$ cat config.mk
export PLATFORM = sky130hd
export DESIGN_NAME = rx_status
export DESIGN_NICKNAME = d
export VERILOG_FILES = /design/src/rtl/rx_status_pkg.sv /design/src/rtl/rx_status_dp.sv /design/src/rtl/rx_status_ctrl.sv /design/src/rtl/rx_status.sv
export SDC_FILE = /design/constraint.sdc
export NUM_CORES = 1
export LEC_CHECK = 0
export ABC_CLOCK_PERIOD_IN_PS = 2550
export BUFFER_PORTS_ARGS = -buffer_cell sky130_fd_sc_hd__buf_2
export CAP_MARGIN = 20
export CORE_AREA = 8 8 48 50
export DETAILED_ROUTE_END_ITERATION = 12
export DIE_AREA = 0 0 56 58
export PLACE_DENSITY = 0.85
export RECOVER_POWER = 100
export SYNTH_ARGS = -nofsm -noshare
export SYNTH_HDL_FRONTEND = slang
export SYNTH_SLANG_ARGS = --single-unit
$ cat constraint.sdc
create_clock -name clk -period 2.55 [get_ports clk]
set_clock_uncertainty 0.05 [all_clocks]
set_input_delay 0 -clock clk [delete_from_list [all_inputs] [get_ports clk]]
set_output_delay 0 -clock clk [all_outputs]
set_load 0.1 [all_outputs]
$ cat src/rtl/rx_status_pkg.sv
package rx_status_pkg;
  // control -> datapath strobes
  typedef struct packed {
    logic loadBuf;
    logic flushBuf;
  } dpStrobe_t;

  // datapath -> control check results for the character on the shifter
  typedef struct packed {
    logic parityBad;
    logic frameBad;
  } chkResult_t;
endpackage

$ cat src/rtl/rx_status_dp.sv
module rx_status_dp
  import rx_status_pkg::*;
#(
  parameter int DATA_W = 8,
  parameter int STOP_W = 2
) (
  input  logic              clk,
  input  logic              rst_n,
  input  dpStrobe_t         strb,
  input  logic [DATA_W-1:0] shiftData,
  input  logic              shiftParity,
  input  logic [STOP_W-1:0] shiftStopCnt,
  input  logic              parityOn,
  input  logic              parityOdd,
  input  logic              twoStop,
  output chkResult_t        chk,
  output logic [DATA_W-1:0] rxBuf
);
  localparam logic [STOP_W-1:0] ONE_STOP = STOP_W'(1);
  localparam logic [STOP_W-1:0] TWO_STOP = STOP_W'(2);

  logic onesOdd;
  logic [STOP_W-1:0] cfgStops;

  always_comb begin
    onesOdd       = ^{shiftData, shiftParity};
    cfgStops      = twoStop ? TWO_STOP : ONE_STOP;
    chk.parityBad = parityOn && (onesOdd != parityOdd);
    chk.frameBad  = (shiftStopCnt != cfgStops);
  end

  always_ff @(posedge clk or negedge rst_n) begin
    if (!rst_n)             rxBuf <= '0;
    else if (strb.flushBuf) rxBuf <= '0;
    else if (strb.loadBuf)  rxBuf <= shiftData;
  end


  buf_load_chk: assert property (@(posedge clk) disable iff (!rst_n)
    strb.loadBuf |=> rxBuf == $past(shiftData));


  strobe_excl_chk: assert property (@(posedge clk) disable iff (!rst_n)
    !(strb.loadBuf && strb.flushBuf));
endmodule

$ cat src/rtl/rx_status_ctrl.sv
module rx_status_ctrl
  import rx_status_pkg::*;
(
  input  logic       clk,
  input  logic       rst_n,
  input  logic       shiftDone,
  input  logic       rxEnable,
  input  logic       lowByteRead,
  input  logic       irqModeErr,
  input  logic       irqClear,
  input  chkResult_t chk,
  output dpStrobe_t  strb,
  output logic       rxComplete,
  output logic       overrunErr,
  output logic       framingErr,
  output logic       parityErr,
  output logic       errSum,
  output logic       irqReq
);
  logic take;
  logic newOverrun;
  logic anyNewErr;
  logic setIrq;

  always_comb begin
    take          = rxEnable && shiftDone;
    newOverrun    = take && rxComplete && !lowByteRead;
    anyNewErr     = chk.frameBad || chk.parityBad || newOverrun;
    setIrq        = take && (irqModeErr ? anyNewErr : 1'b1);
    strb.loadBuf  = take;
    strb.flushBuf = !rxEnable;
    errSum        = overrunErr || framingErr || parityErr;
  end

  always_ff @(posedge clk or negedge rst_n) begin
    if (!rst_n) begin
      rxComplete <= 1'b0;
      overrunErr <= 1'b0;
      framingErr <= 1'b0;
      parityErr  <= 1'b0;
    end else if (!rxEnable) begin
      rxComplete <= 1'b0;
      overrunErr <= 1'b0;
      framingErr <= 1'b0;
      parityErr  <= 1'b0;
    end else if (take) begin
      rxComplete <= 1'b1;
      overrunErr <= overrunErr || newOverrun;
      framingErr <= chk.frameBad  || (framingErr && !lowByteRead);
      parityErr  <= chk.parityBad || (parityErr  && !lowByteRead);
    end else if (lowByteRead) begin
      rxComplete <= 1'b0;
      framingErr <= 1'b0;
      parityErr  <= 1'b0;
    end
  end

  always_ff @(posedge clk or negedge rst_n) begin
    if (!rst_n) irqReq <= 1'b0;
    else        irqReq <= setIrq || (irqReq && !irqClear);
  end


  overrun_hold_chk: assert property (@(posedge clk) disable iff (!rst_n)
    (overrunErr && rxEnable) |=> overrunErr);


  overrun_cause_chk: assert property (@(posedge clk) disable iff (!rst_n)
    $rose(overrunErr) |-> ($past(rxComplete) && $past(shiftDone)));


  flush_chk: assert property (@(posedge clk) disable iff (!rst_n)
    !rxEnable |=> (!rxComplete && !errSum));


  read_clear_chk: assert property (@(posedge clk) disable iff (!rst_n)
    (lowByteRead && rxEnable && !shiftDone) |=> (!rxComplete && !framingErr && !parityErr));


  irq_mode0_chk: assert property (@(posedge clk) disable iff (!rst_n)
    (shiftDone && rxEnable && !irqModeErr) |=> irqReq);


  irq_mode1_chk: assert property (@(posedge clk) disable iff (!rst_n)
    ($rose(irqReq) && $past(irqModeErr)) |-> errSum);


  irq_hold_chk: assert property (@(posedge clk) disable iff (!rst_n)
    (irqReq && !irqClear) |=> irqReq);
endmodule

$ cat src/rtl/rx_status.sv
module rx_status
  import rx_status_pkg::*;
#(
  parameter int DATA_W = 8,
  parameter int STOP_W = 2
) (
  input  logic              clk,
  input  logic              rst_n,
  input  logic              shiftDone,
  input  logic [DATA_W-1:0] shiftData,
  input  logic              shiftParity,
  input  logic [STOP_W-1:0] shiftStopCnt,
  input  logic              rxEnable,
  input  logic              parityOn,
  input  logic              parityOdd,
  input  logic              twoStop,
  input  logic              lowByteRead,
  input  logic              irqModeErr,
  input  logic              irqClear,
  output logic [DATA_W-1:0] rxBuf,
  output logic              rxComplete,
  output logic              overrunErr,
  output logic              framingErr,
  output logic              parityErr,
  output logic              errSum,
  output logic              irqReq
);
  dpStrobe_t  strb;
  chkResult_t chk;

  rx_status_ctrl u_ctrl (
    .clk(clk), .rst_n(rst_n), .shiftDone(shiftDone), .rxEnable(rxEnable),
    .lowByteRead(lowByteRead), .irqModeErr(irqModeErr), .irqClear(irqClear),
    .chk(chk), .strb(strb), .rxComplete(rxComplete), .overrunErr(overrunErr),
    .framingErr(framingErr), .parityErr(parityErr), .errSum(errSum),
    .irqReq(irqReq)
  );

  rx_status_dp #(.DATA_W(DATA_W), .STOP_W(STOP_W)) u_dp (
    .clk(clk), .rst_n(rst_n), .strb(strb), .shiftData(shiftData),
    .shiftParity(shiftParity), .shiftStopCnt(shiftStopCnt), .parityOn(parityOn),
    .parityOdd(parityOdd), .twoStop(twoStop), .chk(chk), .rxBuf(rxBuf)
  );
endmodule

* After elaboration in Yosys (flattened, before gate mapping)
Index checks and enable logic that the tools add are counted.
** Operators by class
- Mux-type cells :: 13
- $add $sub $neg :: 0
- Multipliers :: 0
- Reductions and logical operators :: 19
- Divide/modulo/power cells :: 0
- Bitwise operators :: 0
- Shift-type cells :: 0
- Eq/ne operators :: 4
- Magnitude comparators :: 0
** Operators by type and width (number)
- $mux 8 :: 2
- $mux 1 :: 10
- $reduce_xor 9->1 :: 1
- $logic_and 1x1->1 :: 8
- $logic_or 1x1->1 :: 8
- $ne 3x1->1 const B :: 1
- $logic_not 1->1 :: 2
- $mux 2 :: 1
- $ne 2x1->1 const B :: 1
- $ne 2x2->1 :: 1
- $ne 1x1->1 :: 1
** Storage, ports and cells
- Memories kept :: 0
- Bits in writable memories :: 0
- Register bits :: 13
- Bits in latches :: 0
- Output and inout port bits :: 14
- Input bits :: 21
- Bits in read-only memories :: 0

* Logic depth before layout (Yosys ltp)
- Depth in word-level cells :: 8
- Depth in mapped cells :: 4

* Modules after synthesis
Synthesis repeated with hierarchy kept, for this count alone.
** Second synthesis, totals
- Cells, all modules :: 63
- Area total of the unflattened synthesis :: 668.1 µm²
** Modules (own cells, without submodules)
- rx_status_dp :: instances 1, seq. area each 200.2 µm², area an instance 427.9 µm², cells each 38
- rx_status_ctrl :: instances 1, seq. area each 125.1 µm², area an instance 240.2 µm², cells each 25

* Worst setup path after synthesis
Ideal clock, no wire load.
- Kind :: flip-flop to output port
- Start :: register u_ctrl.framingErr
- End :: output port errSum
- Arrival :: 1733 ps
- Path slack :: 767 ps
- Required time :: 2500 ps
- Path buffers :: 0
- Stages on the path, launching flop included :: 2
- Path through :: dfrtp_1 > or3_1
** Between the ends
- Cells in the longest elaborated chain, start to end :: 2
** RTL lines
- from (decl) :: RTL line rx_status_ctrl.sv:15 : output logic framingErr,
- from (signal assigned) :: RTL line rx_status_ctrl.sv:49 : framingErr <= chk.frameBad || (framingErr && !lowByteRead);
- $logic_or 1x1->1 (2 in a row) :: RTL line rx_status_ctrl.sv:32 : errSum = overrunErr || framingErr || parityErr;
- to (decl) :: RTL line rx_status.sv:25 : output logic errSum,
No other way between the ends.

* Final worst setup path
- Start :: register u_ctrl.overrunErr
- End :: output port errSum
** Between the ends
- Cells in the longest elaborated chain, start to end :: 2
** RTL lines
- from (decl) :: RTL line rx_status_ctrl.sv:14 : output logic overrunErr,
- from (signal assigned) :: RTL line rx_status_ctrl.sv:48 : overrunErr <= overrunErr || newOverrun;
- $logic_or 1x1->1 (2 in a row) :: RTL line rx_status_ctrl.sv:32
No other way between the ends.

==> results by group <==
Global routing
  • Largest net degree at the start of global routing: 14
  • Global-route wire length before repair: 2.97 mm
  • Overall Global Routing Usage: 11.7%
  • Number of global-route vias before repair: 593
  • Grt ovf: 0
  • Initial antenna violation count: 0

Worst setup path
  • Startpoint types: flip-flop
  • Reg2Reg Launch Point: u_ctrl.irqReq
  • Slowest CP cell: clkbuf_1
  • Critical path class: reg2out
  • Worst Path Arrival: 1620 ps
  • Critical path origin: u_ctrl.overrunErr
  • Worst Path Required: 2500 ps
  • CP Cell Sequence: or3_1 > clkbuf_1
  • CP endpoint kind: primary output
  • Slowest stage delay, CP: 860 ps
  • CP max FO: 3

Clock network
  • Clock Tree Buf Depth: 2
  • Hold_buf cts: 12
  • Post-CTS Setup Bufs: 0
  • Clk slew on worst S/H paths: 80 ps
  • CTS tree: built
  • Root buffer cell: clkbuf_4
  • Clock sinks: 13
  • Max H-tree Level: 1
  • TritonCTS buffer count: 3
  • Clk Latency, worst-skew pair: 270 ps
  • CTS resizes: 0

Drt
  • Vias: 590
  • Post-Route WL: 1.86 mm
  • DR pass1 iterations: 4
  • Post-DR wirelength/cell: 15.1 um
  • Detailed router's first-iteration violation count: 9
  • Vias per cell: 4.80
  • ANT nets after route: 0
  • DRC Markers: 0

Place
  • Pre-CTS WS: 1400 ps
  • PortBufs: 34
  • Routability Congestion: 0.765
  • HPWL Detailed: 1.28 mm

Floorplan
  • Starting Density: 40.9%
  • Core footprint: 0.00161 sq mm
  • Die W: 56 um
  • Die area: 0.00325 sq mm
  • Overall die height: 58 um
  • # rows: 15
  • IO Pins: 35

Worst hold path
  • Worst hold path type: in2reg
  • Min-Delay Startpoint: irqClear

Status
  • Status: finished, final reports clean

Timing
  • Rel. slew slack: 20.2%
  • RSZ-0062 raised after global routing: false
  • Final setup fails: 0
  • Max Slew Vio Count: 0
  • Worst-Margin Slew: 1200 ps
  • Setup TNS: 0 ps
  • Final Critical Period: 1670 ps
  • Hold WS: 33.2 ps
  • Fin. Hold Viols: 0
  • Period utilization: 65.6%
  • Worst Setup Slack, final: 876 ps
  • F_max: 0.597 GHz

Synth
  • Post-Synth Adder-Cell Area: 0%
  • Post-synthesis cell area: 659 sq um
  • XOR/XNOR share of the synthesized area: 12.7%
  • Post-synthesis compound-gate area fraction: 5.31%
  • Mux share of post-synthesis cell area: 12.1%
  • Syn Inst Count: 58
  • Avg Cell Area, Syn: 11.4 sq um
  • Post-synthesis simple-gate area fraction: 19.2%
  • Syn. warnings: 0
  • Synth unique cells: 19
  • Synthesized net count: 79
  • Largest family of logic cells by synthesized area: simple AND/OR/NAND/NOR gates
  • Seq cells post-synth: 13
  • Post-synthesis sequential area ratio: 49.3%

Finish
  • N_diodes: 0
  • Commonest cells after routing, fill and taps aside: clkbuf_1 (18), buf_2 (17), dfrtp_1 (13)
  • Final #Nets: 128
  • Commonest non-fill, non-tap cell in the layout: clkbuf_1
  • Layout fillers: 145
  • Layout cells sized above 1: 18.9%
  • Area growth syn-to-layout: 46.7%

Pwr
  • Peak VDD IR: 0.297 mV
  • PwrDens: 624 mW/mm^2
  • LEAKAGE: 0.462 nW
  • Final Power: 0.000604 W

Flow run
  • Max Cap Viol: 0
-- per-layer routing --
metal | wire, um | share of wire, % | vias up | GRT usage (%)
met4 | 55 | 3.0 | 0 | 8.25
met3 | 144 | 7.7 | 4 | 4.59
met1 | 718 | 39 | 275 | 11.6
met2 | 944 | 51 | 20 | 19.8
met5 | 0 | 0 | - | 0
li1 | - | - | 291 | -
-- metrics by stage --
step	util [%]	instances	cell area, sq um
detailed placement	52.2	107	842
global route	59.9	123	967
floorplan	-	58	659
CTS	61.2	123	988
global placement	52.2	107	842
finish	59.9	123	967
-- kinds of logic after synthesis --
kind of cell	count (synthesis)
AND/OR/NAND/NOR	21
multiplexers	8
buffers and inverters	2
flip-flops	13
AO/OA/AOI/OAI	6
XOR/XNOR	8
-- worst max-delay path, delay by kind of cell (launching register included) --
family	cells	cell delay, ps
flops	1	380
buf+inv	1	860
simple gates	1	110
-- cell usage after synthesis (all sizes together) --
cell type / n / share of area, %
buf: 1 / 0.76
xnor3: 1 / 3.4
nand2: 2 / 1.1
clkbuf: 1 / 0.57
mux2i: 8 / 12
xnor2: 6 / 8.0
or3: 1 / 0.95
o21a: 1 / 1.1
nor2b: 12 / 11
o21ai: 2 / 1.5
nor3b: 1 / 1.1
a21oi: 2 / 1.5
and3b: 1 / 1.3
nand2b: 1 / 0.95
nor3: 2 / 1.5
a21o: 1 / 1.1
dfrtp: 13 / 49
xor2: 1 / 1.3
nand3: 1 / 0.76
-- worst paths after layout --
check	to	slack (ps)	depth (start not counted)
setup / recovery	errSum	880	2
hold / removal	u_ctrl.irqReq	30	4
setup reg to reg	u_ctrl.irqReq	1590	3
hold reg to reg	u_ctrl.parityErr	460	2
max in group asynchronous	u_ctrl.framingErr	1780	2
min in group asynchronous	u_dp.rxBuf[4]	220	2
-- power by group --
group / switching [W] / internal, W / leakage [nW]
clock: 0.0000687 / 0.0000607 / 0.0150
combinational: 0.000180 / 0.0000658 / 0.276
sequential: 0.00000797 / 0.000220 / 0.171
-- layout make-up --
cell class                 instances  area (sq um)  share of cell area, %
sequential                        13           325                   33.6
multi-input combinational         43           325                   33.6
timing repair buffer              46           269                   27.8
clock buffer                       4          26.3                   2.72
tap                               17          21.3                   2.20
-- sequential cells by signal, indices dropped and copies added (netlist names) --
| signal | flops |
|---|---|
| u_dp.rxBuf | 8 |
| u_ctrl.overrunErr | 1 |
| u_ctrl.framingErr | 1 |
| u_ctrl.irqReq | 1 |
| u_ctrl.rxComplete | 1 |
| u_ctrl.parityErr | 1 |
Note: power is estimated with default switching activity, not from simulation.
